$ cat src/rtl/cec_pkg.sv
package cec_pkg;

    localparam logic [3:0] TX_NONE        = 4'd0;
    localparam logic [3:0] TX_MASKWR_SH   = 4'd1;
    localparam logic [3:0] TX_LOCK_LD     = 4'd2;
    localparam logic [3:0] TX_COND_ST     = 4'd3;
    localparam logic [3:0] TX_EVICT       = 4'd4;
    localparam logic [3:0] TX_SB_RD       = 4'd5;
    localparam logic [3:0] TX_SB_WR_OWN   = 4'd6;
    localparam logic [3:0] TX_SB_WR_SNOOP = 4'd7;
    localparam logic [3:0] TX_SB_XCHG     = 4'd8;

    typedef struct packed {
        logic cpar;
        logic shared;
        logic dirty;
        logic valid;
    } line_st_t;

    typedef enum logic {H_ARMED = 1'b0, H_FROZEN = 1'b1} half_st_e;
    typedef enum logic {C_TRACK = 1'b0, C_HELD = 1'b1} ce_st_e;

    function automatic logic par_allowed(input logic [3:0] t);
        return (t >= TX_MASKWR_SH) && (t <= TX_SB_XCHG);
    endfunction

    function automatic logic edc_allowed(input logic [3:0] t);
        return par_allowed(t) && (t != TX_LOCK_LD) && (t != TX_SB_WR_SNOOP);
    endfunction

endpackage

$ cat src/rtl/cec_qual.sv
module cec_qual
    import cec_pkg::*;
#(
    parameter int NHALF = 2,
    parameter int NLW   = 4
) (
    input  logic [3:0]       txn_kind,
    input  logic [NHALF-1:0] unc_err,
    input  logic [NHALF-1:0] par_err,
    input  logic [NLW-1:0]   ce_err,
    output logic [NHALF-1:0] det_unc,
    output logic [NHALF-1:0] det_par,
    output logic             det_ce,
    output logic             ce_ptr
);
    logic edc_ok;
    logic par_ok;

    always_comb begin
        edc_ok = edc_allowed(txn_kind);
        par_ok = par_allowed(txn_kind);
    end

    generate
        for (genvar h = 0; h < NHALF; h++) begin : g_half
            assign det_unc[h] = unc_err[h] & edc_ok;
            assign det_par[h] = par_err[h] & par_ok;
        end
    endgenerate

    assign det_ce = edc_ok & (|ce_err);
    assign ce_ptr = ce_err[0] | ce_err[2];

endmodule

$ cat src/rtl/cec_half.sv
module cec_half
    import cec_pkg::*;
#(
    parameter int SYN_W  = 8,
    parameter int WORD_W = 32
) (
    input  logic              clk,
    input  logic              rst,
    input  logic              det_unc,
    input  logic              det_par,
    input  line_st_t          line_in,
    input  logic [SYN_W-1:0]  syn_a,
    input  logic [SYN_W-1:0]  syn_b,
    input  logic [3:0]        clr,
    output logic [WORD_W-1:0] word,
    output logic              frozen
);
    localparam int O_EDC  = 2 * SYN_W;
    localparam int O_LINE = O_EDC + 1;
    localparam int O_FLG  = O_LINE + 4;

    half_st_e         state_q, state_d;
    logic             cap_en, set_munc, set_mpar, any_det, prim_keep;
    logic [SYN_W-1:0] syn_a_q, syn_b_q;
    line_st_t         line_q;
    logic             edc_q, unc_q, munc_q, par_q, mpar_q;

    assign any_det   = det_unc | det_par;
    assign prim_keep = (unc_q & ~clr[0]) | (par_q & ~clr[2]);

    // next state
    always_comb begin
        state_d = state_q;
        unique case (state_q)
            H_ARMED:  if (any_det) state_d = H_FROZEN;
            H_FROZEN: if (!prim_keep && !any_det) state_d = H_ARMED;
            default:  state_d = H_ARMED;
        endcase
    end

    // outputs of the machine
    always_comb begin
        cap_en   = 1'b0;
        set_munc = 1'b0;
        set_mpar = 1'b0;
        unique case (state_q)
            H_ARMED: cap_en = any_det;
            H_FROZEN: begin
                if (prim_keep) begin
                    set_munc = det_unc;
                    set_mpar = det_par;
                end else begin
                    cap_en = any_det;
                end
            end
            default: cap_en = 1'b0;
        endcase
    end

    always_ff @(posedge clk) begin
        if (rst) state_q <= H_ARMED;
        else     state_q <= state_d;
    end

    always_ff @(posedge clk) begin
        if (rst) begin
            syn_a_q <= '0;
            syn_b_q <= '0;
            line_q  <= '0;
            edc_q   <= 1'b0;
            unc_q   <= 1'b0;
            par_q   <= 1'b0;
            munc_q  <= 1'b0;
            mpar_q  <= 1'b0;
        end else begin
            if (cap_en) begin
                syn_a_q <= syn_a;
                syn_b_q <= syn_b;
                line_q  <= line_in;
                edc_q   <= det_unc;
                unc_q   <= det_unc;
                par_q   <= det_par;
            end else begin
                unc_q   <= unc_q & ~clr[0];
                par_q   <= par_q & ~clr[2];
            end
            munc_q <= (munc_q & ~clr[1]) | set_munc;
            mpar_q <= (mpar_q & ~clr[3]) | set_mpar;
        end
    end

    always_comb begin
        word = '0;
        word[SYN_W-1:0]       = syn_a_q;
        word[O_EDC-1:SYN_W]   = syn_b_q;
        word[O_EDC]           = edc_q;
        word[O_LINE +: 4]     = line_q;
        word[O_FLG]           = unc_q;
        word[O_FLG + 1]       = munc_q;
        word[O_FLG + 2]       = par_q;
        word[O_FLG + 3]       = mpar_q;
    end

    assign frozen = (state_q == H_FROZEN);

endmodule

$ cat src/rtl/cec_ceaddr.sv
module cec_ceaddr
    import cec_pkg::*;
#(
    parameter int IDX_W = 17
) (
    input  logic             clk,
    input  logic             rst,
    input  logic             det_ce,
    input  logic             ce_ptr,
    input  logic             idx_vld,
    input  logic [IDX_W-1:0] map_idx,
    input  logic             clr,
    output logic [IDX_W-1:0] idx,
    output logic             ce_flag,
    output logic             ptr_ok
);
    ce_st_e           state_q, state_d;
    logic             cap_en, track_en;
    logic [IDX_W-1:0] idx_q;
    logic             ptr_q;

    always_comb begin
        state_d = state_q;
        unique case (state_q)
            C_TRACK: if (det_ce) state_d = C_HELD;
            C_HELD:  if (clr && !det_ce) state_d = C_TRACK;
            default: state_d = C_TRACK;
        endcase
    end

    always_comb begin
        cap_en   = 1'b0;
        track_en = 1'b0;
        unique case (state_q)
            C_TRACK: begin
                cap_en   = det_ce;
                track_en = idx_vld;
            end
            C_HELD: begin
                cap_en   = clr & det_ce;
                track_en = clr & idx_vld;
            end
            default: track_en = 1'b0;
        endcase
    end

    always_ff @(posedge clk) begin
        if (rst) state_q <= C_TRACK;
        else     state_q <= state_d;
    end

    always_ff @(posedge clk) begin
        if (rst) begin
            idx_q <= '0;
            ptr_q <= 1'b0;
        end else begin
            if (track_en) idx_q <= map_idx;
            if (cap_en)   ptr_q <= ce_ptr;
        end
    end

    assign idx     = idx_q;
    assign ce_flag = (state_q == C_HELD);
    assign ptr_ok  = ptr_q;

endmodule

$ cat src/rtl/cec_capture_unit.sv
module cec_capture_unit
    import cec_pkg::*;
#(
    parameter int SYN_W = 8,
    parameter int IDX_W = 17
) (
    input  logic               clk,
    input  logic               rst,
    input  logic [3:0]         txn_kind,
    input  logic [1:0]         unc_err,
    input  logic [1:0]         par_err,
    input  logic [3:0]         ce_err,
    input  logic               idx_vld,
    input  logic [IDX_W-1:0]   map_idx,
    input  logic               ln_valid,
    input  logic               ln_dirty,
    input  logic               ln_shared,
    input  logic               ln_cpar,
    input  logic [4*SYN_W-1:0] syn_in,
    input  logic               reg_sel,
    input  logic               reg_wr,
    input  logic [63:0]        reg_wdata,
    output logic [63:0]        reg_rdata
);
    localparam int NLW      = 4;
    localparam int NHALF    = NLW / 2;
    localparam int HALF_W   = 32;
    localparam int FLAG_LSB = 2 * SYN_W + 5;
    localparam int CE_FLAG  = HALF_W;

    logic [NHALF-1:0]  det_unc, det_par, half_frozen;
    logic              det_ce, ce_ptr;
    logic [63:0]       wr_mask0;
    logic              ce_clr;
    logic [HALF_W-1:0] half_word [NHALF];
    logic [63:0]       ce_word;
    logic [IDX_W-1:0]  ce_idx;
    logic              ce_flag, ce_ptr_ok;
    line_st_t          line_in;

    assign line_in  = '{cpar: ln_cpar, shared: ln_shared, dirty: ln_dirty, valid: ln_valid};
    assign wr_mask0 = (reg_wr && !reg_sel) ? reg_wdata : 64'd0;
    assign ce_clr   = reg_wr && reg_sel && reg_wdata[CE_FLAG];

    cec_qual #(.NHALF(NHALF), .NLW(NLW)) u_qual (
        .txn_kind (txn_kind),
        .unc_err  (unc_err),
        .par_err  (par_err),
        .ce_err   (ce_err),
        .det_unc  (det_unc),
        .det_par  (det_par),
        .det_ce   (det_ce),
        .ce_ptr   (ce_ptr)
    );

    generate
        for (genvar h = 0; h < NHALF; h++) begin : g_half
            cec_half #(.SYN_W(SYN_W), .WORD_W(HALF_W)) u_half (
                .clk     (clk),
                .rst     (rst),
                .det_unc (det_unc[h]),
                .det_par (det_par[h]),
                .line_in (line_in),
                .syn_a   (syn_in[h*SYN_W +: SYN_W]),
                .syn_b   (syn_in[(h+NHALF)*SYN_W +: SYN_W]),
                .clr     (wr_mask0[h*HALF_W + FLAG_LSB +: 4]),
                .word    (half_word[h]),
                .frozen  (half_frozen[h])
            );
        end
    endgenerate

    cec_ceaddr #(.IDX_W(IDX_W)) u_ce (
        .clk     (clk),
        .rst     (rst),
        .det_ce  (det_ce),
        .ce_ptr  (ce_ptr),
        .idx_vld (idx_vld),
        .map_idx (map_idx),
        .clr     (ce_clr),
        .idx     (ce_idx),
        .ce_flag (ce_flag),
        .ptr_ok  (ce_ptr_ok)
    );

    always_comb begin
        ce_word                 = '0;
        ce_word[IDX_W-1:0]      = ce_idx;
        ce_word[CE_FLAG]        = ce_flag;
        ce_word[CE_FLAG + 1]    = ce_ptr_ok;
    end

    assign reg_rdata = reg_sel ? ce_word : {half_word[1], half_word[0]};

endmodule

$ cat config.mk
export PLATFORM = sky130hd
export DESIGN_NAME = cec_capture_unit
export DESIGN_NICKNAME = d
export VERILOG_FILES = /design/src/rtl/cec_pkg.sv /design/src/rtl/cec_qual.sv /design/src/rtl/cec_half.sv /design/src/rtl/cec_ceaddr.sv /design/src/rtl/cec_capture_unit.sv
export SDC_FILE = /design/constraint.sdc
export NUM_CORES = 1
export LEC_CHECK = 0
export CAP_MARGIN = 5
export CORE_MARGIN = 10
export CORE_UTILIZATION = 42
export CTS_BUF_LIST = sky130_fd_sc_hd__clkbuf_16
export CTS_CLUSTER_DIAMETER = 120
export DETAILED_ROUTE_END_ITERATION = 12
export GPL_TIMING_DRIVEN = 0
export PLACE_DENSITY = 0.86
export SYNTH_ARGS = -nofsm -noshare
export SYNTH_HDL_FRONTEND = slang
export SYNTH_SLANG_ARGS = --single-unit
$ cat constraint.sdc
create_clock -name clk -period 3.79 [get_ports clk]
set_clock_uncertainty 0.05 [all_clocks]
set_input_delay 0.379 -clock clk [delete_from_list [all_inputs] [get_ports clk]]
set_output_delay 0.379 -clock clk [all_outputs]
set_load 0.02 [all_outputs]
==> flow_metrics.tcl, run 1 <==
set metrics [dict create \
    async_reset_ff_share_pct 0 \
    met2_usage_pct 29.8 \
    finalSetupTns_ps 0 \
    antenna_found_initial 0 \
    grt_overflow_total 0 \
    final_hold_viol_count 0 \
    cts-root-buf "clkbuf_16" \
    timing_worst_setup_path_type "in2out" \
    start_util_pct 43.2 \
    synth_top_family_by_area "multiplexers" \
    timing.rr.end "g_half[1].u_half.syn_a_q[5]" \
    synth_mux_area_share_pct 22.0 \
    synth_compound_area_share_pct 9.76 \
    hold_slack_ps 402 \
    hold_start "g_half[1].u_half.syn_a_q[6]" \
    crit_path_start_kind "input pin" \
    grt_pass1_vias 3514 \
    synth_fa_ha_area_share_pct 0 \
    synth_seq_cells 71 \
    maxSlewViolCount 0 \
    tightest_slew_ps 980 \
    die_area_mm2 0.0126 \
    cts.sinks 71 \
    core_area_mm2 0.00826 \
    status "finished, final reports clean" \
    cts_resized 0 \
    routed_via_density 5.00 \
    synth_edf_count 0 \
    grt_pass1_wl_um 18000 \
    rows 33 \
    use_met1_pct 20.0 \
    setup_viol_count_final 0 \
    setup.worst_path.start "reg_sel" \
    synthXorXnorAreaFrac_pct 0 \
    hold_depth 2 \
    crit_path_end_kind "output pin" \
    cts_buffers 9 \
    path_max_fanout 10 \
    grt_use_total_pct 17.3 \
    via_count 3263 \
    cts_tree "yes" \
    drive_above_1_share_pct 11.0 \
    holdBufCountCts 0 \
    first_pass_iters 4 \
    post-cts-setup-buffers 0 \
    wl_um 11100 \
    die_y_um 112 \
    rrSetupSlack_ps 1920 \
    clk_latency_ps 320 \
    avgSynthCellArea_um2 9.09 \
    ios 198 \
    rr_worst_depth 5 \
    grt_busiest_layer "met2" \
    ir_drop_mv 0.218 \
    drt_iter0_markers 153 \
    netlist-cell-type-count 48 \
    yosysSeqAreaShare_pct 39.9 \
    cts_max_level 3 \
    holdPathEnd "g_half[1].u_half.syn_a_q[6]" \
    worst_ep_required_time_ps 3360 \
    finalCritPeriodShare_pct 63.2 \
    rsz0062_at_grt "no" \
    synthSimpleGateAreaFrac_pct 21.0 \
    num_antenna_cells 0 \
    powerDensity_mw_per_mm2 395 \
    hpwl_um 8800 \
    area_growth_pct 48.3 \
    yosys_warnings 0 \
    r2r-start "g_half[1].u_half.unc_q" \
    wl_per_cell_um 17.0 \
    synth_ff_type "dfxtp_1" \
    relSlewSlack_pct 34.1 \
    max_freq_mhz 418 \
    port_buffers 126 \
    clk_pin_slew_ps 50 \
    antenna_left 0 \
    die_w_um 112 \
    nets 676 \
    crit_arrival_ps 1960 \
    met3_usage_pct 5.59 \
    fin_crit_ps 2390 \
    syn_inst 392 \
    clk_path_buf_depth 2 \
    drc 0 \
    p_leak_nw 2.15 \
    netlist_area_mm2 0.00356 \
    grt_max_degree 12 \
    routabilityCongestion 0.829 \
    cap_viol_max_count 0 \
    hold_class "reg2reg" \
]
==> layout make-up <==
class	count	area, um^2
repair buffers	126	1260
multi-input cells	291	1930
flip-flops and latches	71	1420
inverters	5	18.8
plain buffers	38	239
well taps	105	131
clock buffers	9	225
fillers	717	2970
clock inverters	7	56.3
==> per-stage QoR <==
stage / cells / util (%) / setup slack, ps / total power, mW / cell area (um^2)
after floorplan: 405 / - / 1960 / 1.11 / 3610
after global placement: 636 / 60.6 / 1290 / 1.29 / 5010
after detailed placement: 636 / 60.6 / 1250 / 1.31 / 5010
after CTS: 652 / 64.0 / 1350 / 2.11 / 5290
after global routing: 652 / 64.0 / 1310 / 2.18 / 5290
final: 652 / 64.0 / 1400 / 2.09 / 5290
==> registers in the layout, indices dropped and copies added (netlist names) <==
signal and flops:
g_half.u_half.unc_q 2, u_ce.idx 17, g_half.u_half.syn_b_q 16, g_half.u_half.frozen 2, g_half.u_half.word 8, g_half.u_half.par_q 2, g_half.u_half.mpar_q 2, g_half.u_half.munc_q 2
g_half.u_half.syn_a_q 16, u_ce.ce_flag 1, u_ce.ptr_ok 1, g_half.u_half.edc_q 2
==> cell usage after synthesis, drive strengths merged, types with 4 or more instances <==
master | count | area, um^2
nand2 | 89 | 334
inv | 5 | 18.8
mux2 | 19 | 214
buf | 21 | 175
mux2i | 57 | 571
nor2b | 30 | 195
clkbuf | 17 | 63.8
nor2 | 24 | 90.1
dfxtp | 71 | 1420
a21oi | 4 | 20.0
==> placed cells by master, fill, tap and decap left out, drive strengths merged, types with 7 or more instances in the layout <==
cell type and instances:
dfxtp 71, clkbuf 26, buf 21, inv 7
nand2 89, conb 14, clkdlybuf4s50 126, mux2i 57
nor2 24, nor2b 30, mux2 19
==> worst max-delay path, cell delays in order <==
cell	delay, ps
buf_6	110
clkbuf_1	500
mux2_2	420
clkdlybuf4s50_1	550
==> metal layers <==
layer	routed length, um	up-vias
li1	-	1612
met5	0	-
met1	4720	1512
met4	138	0
met3	874	13
met2	5360	126
==> where the power goes <==
part	total [mW]	switching (mW)	internal [mW]	leakage [nW]
sequential	0.832	0.0300	0.802	0.583
combinational	0.461	0.223	0.238	1.41
clock	0.797	0.298	0.498	0.149
total	2.09	0.551	1.54	2.15
==> worst max-delay path by stage <==
| stage | to | slack (ps) | cells after the start |
|---|---|---|---|
| 2_1_floorplan | g_half[1].u_half.syn_a_q[0] | 1960 | 7 |
| 3_3_place_gp | u_ce.ptr_ok | 1290 | 5 |
| 3_5_place_dp | u_ce.ptr_ok | 1250 | 5 |
| 4_1_cts | reg_rdata[13] | 1350 | 4 |
| 5_1_grt | reg_rdata[13] | 1310 | 4 |
| 6_report | reg_rdata[13] | 1400 | 4 |
==> logic make-up after synthesis <==
family,after synthesis
AOI/OAI and AO/OA,38
buffers and inverters,43
DFF,71
muxes,76
other,1
and+or+nand+nor,163
No activity file was read; power rests on OpenSTA's default activity.
==> inputs of run 2 (changes only) <==
- CORE_UTILIZATION: 42 -> 39
- PLACE_DENSITY: 0.86 -> 0.81
- clock period: 3.79 -> 2.4 ns (I/O delays scaled with it)
==> run 2 against run 1 <==
Die area rose by 6.3%. Clock power up 59%. Sequential share of layout area about the same. Global-route usage down 0.58 points. Critical path depth did not move. Largest power group unchanged.
==> flow_metrics.tcl, run 2 (synthesis gave the netlist of run 1 again) <==
set metrics [dict create \
    power.total_mw 3.31 \
    rsz0062_at_grt "no" \
    largest_reg_flops 17 \
    maxSlewViolCount 0 \
    placed_cell_area_mm2 0.00501 \
    routabilityCongestion 0.863 \
    clk_pin_slew_ps 60 \
    stdcell_count 654 \
    grt_max_degree 12 \
    clk_path_buf_depth 2 \
    crit_path_end_kind "output pin" \
    worst_ep_required_time_ps 2110 \
    final_area_mm2 0.00529 \
    cts_resized 0 \
    drive_above_1_share_pct 11.0 \
    crit_path_start_kind "input pin" \
    routed_via_density 4.91 \
    rrSetupSlack_ps 500 \
    holdPathEnd "g_half[1].u_half.munc_q" \
    p_leak_nw 2.14 \
    finalSetupTns_ps 0 \
    antenna_found_initial 0 \
    nets 676 \
    tightest_slew_ps 915 \
    die_y_um 116 \
    ios 198 \
    wl_per_cell_um 17.3 \
    status "finished, final reports clean" \
    grt_use_total_pct 16.8 \
    hold_depth 2 \
    cts.sinks 71 \
    die_w_um 116 \
    setup_ws_ps 241 \
    core_area_mm2 0.00881 \
    antenna_left 0 \
    grt_pass1_vias 3456 \
    setup_viol_count_final 0 \
    powerDensity_mw_per_mm2 626 \
    cts_max_level 3 \
    clk_latency_ps 320 \
    first_pass_iters 4 \
    holdBufCountCts 0 \
    cts_buffers 9 \
    max_freq_mhz 463 \
    cts-root-buf "clkbuf_16" \
    drt_iter0_markers 115 \
    timing.rr.end "g_half[1].u_half.syn_a_q[3]" \
    hpwl_um 8910 \
    final_hold_viol_count 0 \
    rows 34 \
    crit_arrival_ps 1870 \
    post-cts-setup-buffers 0 \
    cap_viol_max_count 0 \
    port_buffers 126 \
    hold_start "rst" \
    final_common_cell "clkdlybuf4s50_1" \
    fin_crit_ps 2160 \
    num_antenna_cells 0 \
    cts_tree "yes" \
    multiInputGateArea_mm2 0.00193 \
    grt_pass1_wl_um 17800 \
    area_growth_pct 48.4 \
    drc 0 \
    start_util_pct 40.5 \
    place_inst 639 \
    grt_overflow_total 0 \
    register_area_mm2 0.00142 \
    finalCritPeriodShare_pct 90.0 \
    mostFrequentLayoutCells "clkdlybuf4s50_1, nand2_1, dfxtp_1, mux2i_1, nor2b_1" \
    wl_um 11300 \
    relSlewSlack_pct 38.5 \
    postLayoutCoreUtil_pct 60.1 \
    path_max_fanout 10 \
    hold_class "in2reg" \
    r2r-start "g_half[1].u_half.unc_q" \
    via_count 3214 \
    rr_worst_depth 5 \
    post-place-ws_ps -7.63 \
    timing_worst_setup_path_type "in2out" \
    ir_drop_mv 0.342 \
    die_area_mm2 0.0134 \
    hold_slack_ps 265 \
    n_fill_cell 781 \
]
[run 2: cell types whose count changed in the layout (fill, tap and decap cells not counted)]
cell,change
clkinv_2,-1
clkinvlp_4,+1
clkinv_1,-1
[run 2: how the worst max path moves through the flow]
stage	cells past startpoint	startpoint	slack (ps)	end
final	4	reg_sel	240	reg_rdata[15]
after global routing	5	txn_kind[0]	90	u_ce.ptr_ok
after CTS	4	reg_sel	210	reg_rdata[15]
after detailed placement	6	txn_kind[0]	-8	g_half[1].u_half.syn_a_q[1]
after global placement	5	txn_kind[1]	60	u_ce.ptr_ok
after floorplan	7	reg_sel	710	g_half[1].u_half.syn_a_q[0]
[run 2: cell type report]
class,count,share of cell area [%]
well taps,108,2.55
inverters,5,0.355
repair buffers,126,23.8
flip-flops and latches,71,26.9
plain buffers,38,4.52
clock buffers,9,4.26
multi-input cells,291,36.6
clock inverters,6,1.04
[run 2: layer usage]
metal / part of all wire (%) / GRT usage (%) / vias to the layer above
met5: 0 / 0 / -
met4: 1.6 / 6.17 / 0
met3: 8.6 / 6.05 / 16
met2: 48 / 28.5 / 125
met1: 42 / 18.9 / 1466
li1: - / - / 1607
[run 2: critical path, cell delays in order]
cell	delay, ps
buf_6	120
clkbuf_1	520
mux2_2	410
clkdlybuf4s50_1	570
[run 2: report_power, final]
part	total (mW)	internal, mW	leakage (nW)	switching, mW
Combinational	0.731	0.377	1.41	0.354
Clock	1.27	0.787	0.144	0.484
Sequential	1.31	1.27	0.583	0.0459
